===== config.mk =====
export PLATFORM = sky130hd
export DESIGN_NAME = dual_src_queue_arb
export DESIGN_NICKNAME = d
export VERILOG_FILES = /design/src/rtl/arb_pkg.sv /design/src/rtl/arb_chg_det.sv /design/src/rtl/arb_req_fifo.sv /design/src/rtl/arb_bus_drv.sv /design/src/rtl/dual_src_queue_arb.sv
export SDC_FILE = /design/constraint.sdc
export NUM_CORES = 1
export LEC_CHECK = 0
export ABC_CLOCK_PERIOD_IN_PS = 15480
export BUFFER_PORTS_ARGS = -buffer_cell sky130_fd_sc_hd__buf_2
export CAP_MARGIN = 20
export CORE_ASPECT_RATIO = 0.8
export CORE_MARGIN = 2
export CORE_UTILIZATION = 30
export CTS_BUF_LIST = sky130_fd_sc_hd__clkbuf_16
export CTS_CLUSTER_SIZE = 30
export DETAILED_ROUTE_END_ITERATION = 10
export GPL_ROUTABILITY_DRIVEN = 0
export GPL_TIMING_DRIVEN = 0
export PLACE_DENSITY = 0.49
export SYNTH_ARGS = -nofsm -noshare
export SYNTH_HDL_FRONTEND = slang
export SYNTH_SLANG_ARGS = --single-unit

===== constraint.sdc =====
create_clock -name clk -period 15.48 [get_ports clk]
set_input_delay 0.774 -clock clk [delete_from_list [all_inputs] [get_ports clk]]
set_output_delay 0.774 -clock clk [all_outputs]
set_load 0.005 [all_outputs]

===== src/rtl/arb_pkg.sv =====
package arb_pkg;
  localparam int DATA_W = 8;
  localparam int HOLD_W = 4;
  localparam int SRC_N  = 2;

  typedef struct packed {
    logic [DATA_W-1:0] data;
    logic              src;
    logic [HOLD_W-1:0] hold;
  } arb_entry_t;
endpackage


===== src/rtl/arb_chg_det.sv =====
module arb_chg_det
  import arb_pkg::*;
#(
  parameter bit SRC_ID = 1'b0
) (
  input  logic              clk,
  input  logic              rst_n,
  input  logic [DATA_W-1:0] din,
  input  logic              stb,
  input  logic [HOLD_W-1:0] hold_len,
  output logic              req,
  output arb_entry_t        ent
);
  logic [DATA_W-1:0] prev_q;
  logic [DATA_W-1:0] prev_d;

  always_comb prev_d = din;

  always_ff @(posedge clk or negedge rst_n) begin
    if (!rst_n) prev_q <= '0;
    else        prev_q <= prev_d;
  end

  always_comb begin
    req      = stb | (din != prev_q);
    ent.data = din;
    ent.src  = SRC_ID;
    ent.hold = (hold_len == '0) ? HOLD_W'(1) : hold_len;
  end


  hold_min_chk: assert property (@(posedge clk) disable iff (!rst_n)
    req |-> (ent.hold != '0));
endmodule


===== src/rtl/arb_req_fifo.sv =====
module arb_req_fifo
  import arb_pkg::*;
#(
  parameter int DEPTH = 8
) (
  input  logic             clk,
  input  logic             rst_n,
  input  logic [SRC_N-1:0] push_req,
  input  arb_entry_t       push_ent [SRC_N],
  input  logic             pop,
  output arb_entry_t       head,
  output logic             empty,
  output logic             ovf
);
  localparam int AW = (DEPTH > 1) ? $clog2(DEPTH) : 1;
  localparam int CW = $clog2(DEPTH + 1);

  arb_entry_t       mem [DEPTH];
  logic [AW-1:0]    rd_q, rd_d, wr_q, wr_d;
  logic [CW-1:0]    cnt_q, cnt_d;
  logic             ovf_q, ovf_d;
  logic [SRC_N-1:0] wr_en;
  logic [AW-1:0]    wr_idx [SRC_N];

  function automatic logic [AW-1:0] ptr_add(input logic [AW-1:0] p, input int k);
    int s;
    s = int'(p) + k;
    if (s >= DEPTH) s = s - DEPTH;
    return AW'(s);
  endfunction

  // next state: one pop, then pushes in source order while room remains
  always_comb begin
    int used;
    int taken;
    used  = int'(cnt_q) - int'(pop);
    taken = 0;
    ovf_d = 1'b0;
    for (int i = 0; i < SRC_N; i++) begin
      wr_en[i]  = 1'b0;
      wr_idx[i] = ptr_add(wr_q, taken);
      if (push_req[i]) begin
        if (used + taken < DEPTH) begin
          wr_en[i] = 1'b1;
          taken    = taken + 1;
        end else begin
          ovf_d = 1'b1;
        end
      end
    end
    wr_d  = ptr_add(wr_q, taken);
    rd_d  = pop ? ptr_add(rd_q, 1) : rd_q;
    cnt_d = CW'(used + taken);
  end

  always_ff @(posedge clk or negedge rst_n) begin
    if (!rst_n) begin
      rd_q  <= '0;
      wr_q  <= '0;
      cnt_q <= '0;
      ovf_q <= 1'b0;
    end else begin
      rd_q  <= rd_d;
      wr_q  <= wr_d;
      cnt_q <= cnt_d;
      ovf_q <= ovf_d;
    end
  end

  always_ff @(posedge clk) begin
    for (int i = 0; i < SRC_N; i++) begin
      if (wr_en[i]) mem[wr_idx[i]] <= push_ent[i];
    end
  end

  always_comb begin
    head  = mem[rd_q];
    empty = (cnt_q == '0);
    ovf   = ovf_q;
  end


  no_overflow_chk: assert property (@(posedge clk) disable iff (!rst_n)
    cnt_q <= CW'(DEPTH));

  full_drop_chk: assert property (@(posedge clk) disable iff (!rst_n)
    (cnt_q == CW'(DEPTH) && !pop && |push_req) |=> ovf);

  pop_nonempty_chk: assert property (@(posedge clk) disable iff (!rst_n)
    pop |-> !empty);
endmodule


===== src/rtl/arb_bus_drv.sv =====
module arb_bus_drv
  import arb_pkg::*;
(
  input  logic              clk,
  input  logic              rst_n,
  input  logic              empty,
  input  arb_entry_t        head,
  output logic              pop,
  output logic [DATA_W-1:0] bus_data,
  output logic              bus_sel,
  output logic              bus_valid
);
  logic [HOLD_W-1:0] cnt_q, cnt_d;
  logic [DATA_W-1:0] data_q, data_d;
  logic              sel_q, sel_d;
  logic              valid_q, valid_d;
  logic              slot_end;

  always_comb begin
    slot_end = !valid_q || (cnt_q == HOLD_W'(1));
    pop      = slot_end && !empty;
    data_d   = data_q;
    sel_d    = sel_q;
    valid_d  = valid_q;
    cnt_d    = cnt_q;
    if (pop) begin
      data_d  = head.data;
      sel_d   = head.src;
      valid_d = 1'b1;
      cnt_d   = head.hold;
    end else if (valid_q && slot_end) begin
      valid_d = 1'b0;
      cnt_d   = '0;
    end else if (valid_q) begin
      cnt_d = cnt_q - HOLD_W'(1);
    end
  end

  always_ff @(posedge clk or negedge rst_n) begin
    if (!rst_n) begin
      cnt_q   <= '0;
      data_q  <= '0;
      sel_q   <= 1'b0;
      valid_q <= 1'b0;
    end else begin
      cnt_q   <= cnt_d;
      data_q  <= data_d;
      sel_q   <= sel_d;
      valid_q <= valid_d;
    end
  end

  always_comb begin
    bus_data  = data_q;
    bus_sel   = sel_q;
    bus_valid = valid_q;
  end


  hold_stable_chk: assert property (@(posedge clk) disable iff (!rst_n)
    (valid_q && cnt_q > HOLD_W'(1)) |=> (valid_q && $stable(data_q) && $stable(sel_q)));

  no_gap_chk: assert property (@(posedge clk) disable iff (!rst_n)
    (valid_q && cnt_q == HOLD_W'(1) && !empty) |=> valid_q);

  idle_keep_chk: assert property (@(posedge clk) disable iff (!rst_n)
    (!valid_q && empty) |=> (!valid_q && $stable(data_q) && $stable(sel_q)));

  live_count_chk: assert property (@(posedge clk) disable iff (!rst_n)
    valid_q |-> (cnt_q != '0));
endmodule


===== src/rtl/dual_src_queue_arb.sv =====
module dual_src_queue_arb
  import arb_pkg::*;
#(
  parameter int DEPTH = 8
) (
  input  logic              clk,
  input  logic              rst_n,
  input  logic [DATA_W-1:0] src1_data,
  input  logic              src1_stb,
  input  logic [HOLD_W-1:0] src1_hold,
  input  logic [DATA_W-1:0] src2_data,
  input  logic              src2_stb,
  input  logic [HOLD_W-1:0] src2_hold,
  output logic [DATA_W-1:0] bus_data,
  output logic              bus_valid,
  output logic              bus_sel,
  output logic              ovf_drop
);
  logic [DATA_W-1:0] din_a  [SRC_N];
  logic              stb_a  [SRC_N];
  logic [HOLD_W-1:0] hold_a [SRC_N];
  arb_entry_t        ent_a  [SRC_N];
  logic [SRC_N-1:0]  req_v;
  arb_entry_t        head;
  logic              empty;
  logic              pop;

  always_comb begin
    din_a[0]  = src1_data;
    stb_a[0]  = src1_stb;
    hold_a[0] = src1_hold;
    din_a[1]  = src2_data;
    stb_a[1]  = src2_stb;
    hold_a[1] = src2_hold;
  end

  for (genvar g = 0; g < SRC_N; g++) begin : g_det
    arb_chg_det #(.SRC_ID(g[0])) u_det (
      .clk      (clk),
      .rst_n    (rst_n),
      .din      (din_a[g]),
      .stb      (stb_a[g]),
      .hold_len (hold_a[g]),
      .req      (req_v[g]),
      .ent      (ent_a[g])
    );
  end

  arb_req_fifo #(.DEPTH(DEPTH)) u_fifo (
    .clk      (clk),
    .rst_n    (rst_n),
    .push_req (req_v),
    .push_ent (ent_a),
    .pop      (pop),
    .head     (head),
    .empty    (empty),
    .ovf      (ovf_drop)
  );

  arb_bus_drv u_drv (
    .clk       (clk),
    .rst_n     (rst_n),
    .empty     (empty),
    .head      (head),
    .pop       (pop),
    .bus_data  (bus_data),
    .bus_sel   (bus_sel),
    .bus_valid (bus_valid)
  );
endmodule


==> impl_metrics.env <==
export IMPL_utilization_pct=35.8
export IMPL_core_sq_um=26500
export IMPL_slowest_stage="or4_1"
export IMPL_detailed_place_area_sq_um=8880
export IMPL_rsz0062_at_grt="no"
export IMPL_drc=0
export IMPL_grt_overflow_total=0
export IMPL_synth_warnings=0
export IMPL_async_flop_share_pct=28.3
export IMPL_nets=771
export IMPL_p_total_mw=0.832
export IMPL_hold_path_class="in -> async"
export IMPL_avgRoutedWirePerCell_microns=21.0
export IMPL_synth_compound_area_share_pct=5.28
export IMPL_root_buffer="clkbuf_16"
export IMPL_synth_fp_nets=706
export IMPL_dpl_hpwl_microns=17100
export IMPL_ys_seq_area_share_pct=49.9
export IMPL_vias=5537
export IMPL_vdd_drop_max_mv=0.0764
export IMPL_synth_cells=659
export IMPL_grt_usage_pct=16.8
export IMPL_finalMaxSlewViolations=0
export IMPL_synth_top_family_by_area="multiplexers"
export IMPL_start_util_pct=30.8
export IMPL_syn_cell_area_sq_um=8150
export IMPL_antenna_found_initial=0
export IMPL_synth_edf_count=96
export IMPL_synthXorXnorAreaFrac_pct=2.90
export IMPL_power_density_nw_per_um2=87.7
export IMPL_worst_pin_slew_ns=1.10
export IMPL_path_buf_inv=5
export IMPL_ys_types=50
export IMPL_grt_pass1_vias=5449
export IMPL_p_leak_nw=3.28
export IMPL_fmax_mhz=160
export IMPL_hold_violations=0
export IMPL_grt_max_degree=42
export IMPL_avgSynthCellArea_sq_um=12.4
export IMPL_dieWidth_microns=188
export IMPL_cts_buffers=17
export IMPL_layout_drive_gt1_share_pct=30.1
export IMPL_worst_slack_ns=9.23
export IMPL_worstPathMaxFanout=10
export IMPL_htree_levels=4
export IMPL_regToRegEndpoint="u_fifo.mem[0][0]"
export IMPL_relSlewSlack_pct=26.1
export IMPL_syn_to_final_growth_pct=16.3
export IMPL_fin_crit_sh_pct=40.4
export IMPL_cts_tree="done"
export IMPL_crit_arrival_ns=6.39
export IMPL_required_ns=15.62
export IMPL_cap_violations=0
export IMPL_timing_setup_tns_ns=0
export IMPL_viasPerCell=5.06
export IMPL_yosys_area_share_simple_pct=12.9
export IMPL_final_min_clock_period_ns=6.25
export IMPL_dr_pass1_iters=4
export IMPL_port_buffers=38
export IMPL_row_count=53
export IMPL_r2r_cells=20
export IMPL_num_fill_cells=2607
export IMPL_end_kind="flop"
export IMPL_grt_first_pass_wirelength_microns=35100
export IMPL_wirelength_microns=23000
export IMPL_cp_top_family="simple AND/OR/NAND/NOR gates"
export IMPL_postRouteAntennaNets=0
export IMPL_crit_path_frequent_cell="ha_1"
export IMPL_timing_worst_setup_path_type="reg -> reg"
export IMPL_post_cts_resized=0
export IMPL_cp_cell_sequence="buf_2 > or4_1 > nand2_1 > inv_1 > clkbuf_1 > ha_1 > ha_1 > xnor2_1 > nor3_1 > nor2b_4 > nand2_1 > ha_1 > nor4bb_1 > nand3_1 > or2_2 > nand2b_1 > o22a_1 > buf_4 > o31ai_2 > buf_6"
export IMPL_path_clk_slew_ns=0.06
export IMPL_cts_path_max_buffers=2
export IMPL_cp_start_kind="flop"
export IMPL_regToRegStartpoint="u_fifo.cnt_q[3]"
export IMPL_clock_latency_ns=0.43
export IMPL_setup_viol=0
export IMPL_pre_cts_slack_ns=9.24
export IMPL_reg2reg_slack_ns=9.23
export IMPL_die_y_microns=151
export IMPL_fin_area_sq_um=9480
export IMPL_muxShareOfSynthArea_pct=22.5
export IMPL_synthAdderAreaFrac_pct=2.92
export IMPL_drt_initial_drc_count=451
export IMPL_status="completed"
export IMPL_synth_main_ff_cell="edfxtp_1"
export IMPL_skew_ns=0.0102
export IMPL_die_area_sq_um=28500
export IMPL_cts_setup_buffers=0
export IMPL_hold_buffers=0
export IMPL_cts_sinks=145
export IMPL_diodes=0
export IMPL_num_io_pins=39
export IMPL_max_stage_delay_ns=0.68
export IMPL_ys_seq_elements=145
[worst reg2reg max path, delay by kind of cell, from the launching register on]
family / cells / cell delay (ns)
adder cells (fa/ha/maj): 3 / 0.88
buffers and inverters: 5 / 1.14
AO/OA/AOI/OAI: 2 / 0.52
flip-flops: 1 / 0.35
AND/OR/NAND/NOR: 9 / 2.89
XOR/XNOR: 1 / 0.18
[cell type report]
type | instances | area [sq um] | area share (%)
sequential | 145 | 4070 | 42.9
multi-input combinational | 448 | 3830 | 40.3
tap | 357 | 447 | 4.71
clock buffer | 17 | 425 | 4.49
timing repair buffer | 46 | 293 | 3.09
buffer | 55 | 246 | 2.60
clock inverter | 15 | 135 | 1.42
inverter | 11 | 41.3 | 0.435
[cell usage after synthesis (5+ instances only)]
| cell type | n | area share, % |
|---|---|---|
| xnor2_1 | 17 | 1.8 |
| mux2_2 | 82 | 11 |
| nor3_1 | 93 | 5.7 |
| mux4_2 | 26 | 7.2 |
| mux2i_1 | 22 | 2.7 |
| xor2_1 | 10 | 1.1 |
| nand3_1 | 11 | 0.68 |
| a21oi_1 | 11 | 0.68 |
| dfrtp_1 | 41 | 13 |
| inv_1 | 10 | 0.46 |
| nor2_1 | 22 | 1.0 |
| edfxtp_1 | 96 | 35 |
| nand2b_1 | 21 | 1.6 |
| clkbuf_1 | 34 | 1.6 |
| mux2_4 | 7 | 1.3 |
| ha_1 | 19 | 2.9 |
| dfxtp_1 | 8 | 2.0 |
| nand2_1 | 45 | 2.1 |
| buf_1 | 9 | 0.41 |
| o31ai_1 | 10 | 0.92 |
| o21ai_0 | 8 | 0.49 |
| buf_4 | 5 | 0.46 |
[power breakdown]
part | total, mW | leakage (nW) | internal [mW] | switching [mW]
clock network | 0.397 | 0.252 | 0.222 | 0.175
logic | 0.0229 | 1.84 | 0.00716 | 0.0157
registers | 0.412 | 1.19 | 0.411 | 0.000855
total | 0.832 | 3.28 | 0.640 | 0.192
[cells by family (layout without fill, tap and decap cells)]
kind of cell    count (synthesis)  in the layout
simple gates                  211            211
flops                         145            145
mux                           137            137
buf+inv                        66            144
compound gates                 54             54
xor+xnor                       27             27
fa+ha+maj                      19             19
[per-stage QoR]
step,hold WS (ns),std cells
finish,0.321,1094
CTS,0.451,1092
floorplan,0.431,659
global placement,0.443,1054
detailed placement,0.443,1060
global route,0.363,1094
[worst max path at each step]
stage | endpoint | cells after the start | from | slack (ns)
after floorplan | u_fifo.mem[0][0] | 19 | u_fifo.cnt_q[3] | 10.50
after global placement | u_fifo.mem[0][0] | 19 | u_fifo.cnt_q[3] | 8.98
after detailed placement | u_fifo.mem[0][9] | 20 | u_fifo.cnt_q[3] | 9.24
after CTS | u_fifo.mem[0][10] | 20 | u_fifo.cnt_q[3] | 9.22
after global routing | u_fifo.mem[1][8] | 20 | u_fifo.cnt_q[3] | 8.81
final | u_fifo.mem[0][0] | 20 | u_fifo.cnt_q[3] | 9.23
[metal layers]
layer,vias up,wire length [microns],share of wire [%],GRT usage [%]
met4,0,159,0.69,3.43
met5,-,0,0,0
li1,2612,-,-,-
met3,13,1780,7.7,5.24
met1,2739,12000,52,26.0
met2,173,9090,39,22.6
[layout by cell type, fill, tap and decap left out, types with 21 or more instances in the layout]
cell type   n
edfxtp_1   96
dfrtp_1    41
nand2_1    45
buf_2      42
mux2_2     82
nor3_1     93
mux2i_1    22
nand2b_1   21
clkbuf_1   34
nor2_1     22
mux4_2     26
[flip-flops by register name (all words and copies together) (netlist names), 3 cells and up]
signal              count
u_fifo.mem            104
g_det.u_det.prev_q     16
u_drv.bus_data          8
u_drv.cnt_q             4
u_fifo.cnt_q            4
u_fifo.rd_q             3
u_fifo.wr_q             3
(Power assumes the default switching activity.)
